`config.mk`:
```
export PLATFORM = sky130hd
export DESIGN_NAME = aon_timer
export DESIGN_NICKNAME = d
export VERILOG_FILES = /design/src/rtl/aon_timer.sv
export SDC_FILE = /design/constraint.sdc
export NUM_CORES = 1
export LEC_CHECK = 0
export BUFFER_PORTS_ARGS = -buffer_cell sky130_fd_sc_hd__buf_2
export CORE_MARGIN = 8
export CORE_UTILIZATION = 36
export DETAILED_ROUTE_END_ITERATION = 16
export HOLD_SLACK_MARGIN = 0.06
export PLACE_DENSITY = 0.58
export REMOVE_ABC_BUFFERS = 1
export SLEW_MARGIN = 20
export SYNTH_ARGS = -nofsm -noshare
export SYNTH_HDL_FRONTEND = slang
export SYNTH_SLANG_ARGS = --single-unit
export TNS_END_PERCENT = 20
```
`constraint.sdc`:
```
create_clock -name clk -period 8.9 [get_ports clk]
set_input_delay 0.445 -clock clk [delete_from_list [all_inputs] [get_ports clk]]
set_output_delay 0.445 -clock clk [all_outputs]
set_load 0.05 [all_outputs]
```
`src/rtl/aon_timer.sv`:
```
module aon_timer #(
  parameter int CNT_W  = 32,
  parameter int ADDR_W = 8,
  parameter int FDIV_W = 4
) (
  input  logic              clk,
  input  logic              rst_n,
  input  logic              osc0_tick,
  input  logic              osc1_tick,
  input  logic              pclk_tick,
  input  logic              wr_en,
  input  logic [ADDR_W-1:0] wr_addr,
  input  logic [31:0]       wr_data,
  input  logic [ADDR_W-1:0] rd_addr,
  output logic [31:0]       rd_data,
  output logic              match_evt
);
  localparam logic [ADDR_W-1:0] A_CTRL = ADDR_W'('h00);
  localparam logic [ADDR_W-1:0] A_MIRR = ADDR_W'('h04);
  localparam logic [ADDR_W-1:0] A_CMD  = ADDR_W'('h6C);
  localparam logic [ADDR_W-1:0] A_END  = ADDR_W'('h70);
  localparam logic [ADDR_W-1:0] A_DIV  = ADDR_W'('h74);
  localparam logic [ADDR_W-1:0] A_CNT  = ADDR_W'('h78);
  localparam logic [ADDR_W-1:0] A_STAT = ADDR_W'('h7C);
  localparam int SRC_BIT  = 25;
  localparam int FEN_BIT  = 24;
  localparam int FDIV_LSB = 20;

  logic              osc_sel_q, src_sel_q, fen_q, run_q, stat_q;
  logic [FDIV_W-1:0] fdiv_q, fcnt_q;
  logic [CNT_W-1:0]  end_q, div_q, pcnt_q, cnt_q, lim;
  logic              src_tick, pre_tick, cnt_tick, at_end;

  wire ctrl_wr = wr_en && (wr_addr == A_CTRL);
  wire cmd_wr  = wr_en && (wr_addr == A_CMD);
  wire end_wr  = wr_en && (wr_addr == A_END);
  wire div_wr  = wr_en && (wr_addr == A_DIV);
  wire rst_cmd = cmd_wr && wr_data[1];

  assign src_tick  = src_sel_q ? pclk_tick : (osc_sel_q ? osc1_tick : osc0_tick);
  assign pre_tick  = fen_q ? (src_tick && (fcnt_q >= fdiv_q)) : src_tick;
  assign lim       = (div_q == '0) ? '0 : div_q - CNT_W'(1);
  assign cnt_tick  = pre_tick && (pcnt_q >= lim);
  assign at_end    = (cnt_q == end_q);
  assign match_evt = run_q && at_end && !stat_q;

  always_ff @(posedge clk or negedge rst_n) begin
    if (!rst_n) begin
      osc_sel_q <= 1'b0;
      src_sel_q <= 1'b0;
      fen_q     <= 1'b0;
      fdiv_q    <= '0;
    end else if (ctrl_wr) begin
      osc_sel_q <= wr_data[0];
      src_sel_q <= wr_data[SRC_BIT];
      fen_q     <= wr_data[FEN_BIT];
      fdiv_q    <= wr_data[FDIV_LSB +: FDIV_W];
    end
  end

  always_ff @(posedge clk or negedge rst_n) begin
    if (!rst_n) begin
      end_q <= '0;
      div_q <= '0;
      run_q <= 1'b0;
    end else begin
      if (end_wr) end_q <= wr_data[CNT_W-1:0];
      if (div_wr) div_q <= wr_data[CNT_W-1:0];
      if (cmd_wr) run_q <= wr_data[0];
    end
  end

  always_ff @(posedge clk or negedge rst_n) begin
    if (!rst_n)                fcnt_q <= '0;
    else if (rst_cmd || !fen_q) fcnt_q <= '0;
    else if (src_tick)          fcnt_q <= (fcnt_q >= fdiv_q) ? '0 : fcnt_q + FDIV_W'(1);
  end

  always_ff @(posedge clk or negedge rst_n) begin
    if (!rst_n)                 pcnt_q <= '0;
    else if (rst_cmd)           pcnt_q <= '0;
    else if (run_q && pre_tick) pcnt_q <= cnt_tick ? '0 : pcnt_q + CNT_W'(1);
  end

  always_ff @(posedge clk or negedge rst_n) begin
    if (!rst_n) begin
      cnt_q  <= '0;
      stat_q <= 1'b0;
    end else if (rst_cmd) begin
      cnt_q  <= '0;
      stat_q <= 1'b0;
    end else begin
      if (run_q && cnt_tick && !at_end) cnt_q <= cnt_q + CNT_W'(1);
      if (run_q && at_end) stat_q <= 1'b1;
    end
  end

  always_comb begin
    rd_data = '0;
    unique case (rd_addr)
      A_CTRL: begin
        rd_data[0]                   = osc_sel_q;
        rd_data[SRC_BIT]             = src_sel_q;
        rd_data[FEN_BIT]             = fen_q;
        rd_data[FDIV_LSB +: FDIV_W]  = fdiv_q;
      end
      A_MIRR:  rd_data[0] = stat_q;
      A_CMD:   rd_data[0] = run_q;
      A_END:   rd_data[CNT_W-1:0] = end_q;
      A_DIV:   rd_data[CNT_W-1:0] = div_q;
      A_CNT:   rd_data[CNT_W-1:0] = cnt_q;
      A_STAT:  rd_data[0] = stat_q;
      default: rd_data = '0;
    endcase
  end
endmodule

```
==> impl_metrics.toml <==
[timing]
slew_headroom_pct = 29.6
clock-skew-final_ps = 14.9
period_needed_ps = 5260
whs_ps = 82.6
worst_pin_slew_ps = 1060
hold_viol = 0
final-setup-viol-count = 0
min_period_over_period_pct = 59.1
rsz0062_at_grt = "no"
final.setup.tns_ps = 0
slew_viol_final = 0
max_freq_mhz = 190

[setup_path]
cp_slowest_cell = "or2_1"
cp_max_fo = 31
timing.rr.start = "div_q[7]"
start_kind = "flip-flop"
crit_top_cell = "o21ai_0"
crit_chain = "nor3_1 -> nand2b_1 -> nor4_1 -> and3_1 -> nand4_1 -> buf_6 -> o21ai_0 -> ha_1 -> and2_1 -> a221oi_1 -> o21ai_1 -> a2111oi_0 -> o221a_2 -> or2_1 -> o21ai_0 -> a21oi_1"
r2r_cells = 16
endpoint_kind = "flip-flop"
arrival_ps = 5620
crit_family = "simple AND/OR/NAND/NOR gates"
path_class = "flip-flop to flip-flop"
max_stage_delay_ps = 750
rrSetupSlack_ps = 3640
crit_buf_inv = 1
cp.depth = 16
worstReg2RegEnd = "cnt_q[10]"
worstPathRequired_ps = 9260

[route]
dr.first_iter.drc_count = 631
dr.pass1.iters = 5
num_vias = 7446
postRouteAntennaNets = 0
routed_via_density = 5.33
wl_mm = 25.9
wl_per_cell_um = 18.5
drc_errors = 0

[pwr]
clkPwrFrac_pct = 41.0
p_leak_uw = 0.00489
powerDensity_nw_per_um2 = 166
combPwrFrac_pct = 19.2
cellInternalPower_uw = 1200
switching_share_pct = 30.9
irDropWorstVdd_v = 0.000113
p_sw_uw = 535
pwr-share-seq_pct = 39.7

[yosys]
synth_top_cell_area_share_pct = 38.9
netlist_instances = 988
synth_common_cells = "dfrtp_1, nor2_1, nand2_1"
syn_area_per_cell_um2 = 9.18
yosys_warnings = 0
async_flop_share_pct = 100
syn_area_um2 = 9070
yosysSeqAreaShare_pct = 38.9
ys_seq_elements = 141
yosys.area.top_type = "dfrtp_1"
yosysMostFrequentCell = "dfrtp_1"
synth_ff_type = "dfrtp_1"
synth_edf_count = 0
synth.area.top_cells = "dfrtp_1, mux2_2, xnor2_1, ha_1, nor2_1"
yosys.cell_types.count = 52

[status]
status = "finished clean"

[global_route]
antenna_found_initial = 0
grt-ovfl-total = 0
grt_usage_pct = 17.3
grt_pass1_vias = 7513
grt_pass1_wl_mm = 42.3
grt_max_degree = 85

[die]
die_area_um2 = 30500
num_rows = 58
coreArea_um2 = 25000
io_pins = 87
die_x_um = 175
start_util_pct = 36.3
die_h_um = 175

[flow_run]
maxCapViolCount = 0

[final_layout]
stdcell_count = 1398
seq_area_um2 = 3530
multiInputGateArea_um2 = 5310
design_area_um2 = 10400
n_antenna_cell = 0
num-fill-cells = 2491
syn_to_final_growth_pct = 15.0
drive_above_1_share_pct = 19.9
nets = 1150

[placement]
gp_congestion = 0.831
placed_cells = 1364
hpwl_mm = 19.2
dpl-instance-area_um2 = 9810
io_buffers = 86

[clock_tree]
cts_made_buffers = 17
cts_htree_levels = 4
cts_setup_buffers = 0
cts_tree = "built"
cts_resized = 0
clk_latency_ps = 440
clockBufferDepth = 2
clk_pin_slew_worst_paths_ps = 70
holdBufCountCts = 0
clockRootBuffer = "clkbuf_16"
clock-sinks = 141

[hold_path]
holdCritPathClass = "primary input to asynchronous set/reset pin"
-- how the worst max path moves through the flow --
stage | start | end
after floorplan | div_q[24] | cnt_q[16]
after global placement | div_q[7] | cnt_q[10]
after detailed placement | div_q[7] | cnt_q[6]
after CTS | div_q[7] | cnt_q[6]
after global routing | div_q[7] | cnt_q[6]
final | div_q[7] | cnt_q[10]
-- power by group through the flow --
stage                     combinational, µW  clock [µW]  sequential [µW]
after floorplan                         229           0              690
after global routing                    382         748              691
after global placement                  325           0              698
after detailed placement                331           0              700
final                                   333         710              688
after CTS                               333         721              688
-- kinds of logic (layout without fill, tap and decap cells) --
family | Yosys count | after routing | synth area share [%]
flip-flops | 141 | 141 | 38.9
AND/OR/NAND/NOR | 409 | 409 | 22.4
adder cells (fa/ha/maj) | 41 | 41 | 5.66
multiplexers | 109 | 109 | 13.0
AO/OA/AOI/OAI | 133 | 133 | 8.61
buffers and inverters | 66 | 146 | 2.87
XOR/XNOR | 89 | 89 | 8.60
-- layout by cell type (no fill, tap or decap), drive strengths merged, types with 27 or more instances in the layout --
cell / count
o21ai: 32
nand4: 27
nor2: 122
ha: 41
nand3: 42
mux2: 70
xnor2: 62
nand2: 96
xor2: 27
dfrtp: 141
mux2i: 39
buf: 95
a21oi: 66
-- sequential cells by signal, indices dropped and copies added, names as in the netlist --
register / count
cnt_q: 32
div_q: 32
end_q: 32
pcnt_q: 32
fcnt_q: 4
fdiv_q: 4
fen_q: 1
osc_sel_q: 1
run_q: 1
src_sel_q: 1
stat_q: 1
-- worst register-to-register path, delay by kind of cell (launching register included) --
| family | cells | cell delay, ps |
|---|---|---|
| simple gates | 7 | 2400 |
| compound gates | 7 | 1800 |
| flops | 1 | 440 |
| buf+inv | 1 | 310 |
| fa+ha+maj | 1 | 250 |
-- routing by layer --
layer	track usage, %	part of all wire, %	vias up
met5	0	0	-
met4	5.58	2.0	0
met3	3.28	3.8	32
met2	28.2	48	161
met1	22.8	46	3619
li1	-	-	3634
-- through the flow --
step | total power, µW | util, % | setup slack, ps
floorplan | 920 | - | 4030
finish | 1730 | 41.8 | 3640
global placement | 1020 | 39.3 | 3270
global route | 1820 | 41.8 | 2970
detailed placement | 1030 | 39.3 | 3100
CTS | 1740 | 41.6 | 3060
-- layout make-up --
type / instances / share of cell area (%)
clock inverter: 13 / 1.27
sequential: 141 / 33.8
tap: 330 / 3.96
clock buffer: 19 / 4.25
multi-input combinational: 781 / 50.9
timing repair buffer: 95 / 5.06
inverter: 19 / 0.684
(Power assumes the default switching activity.)
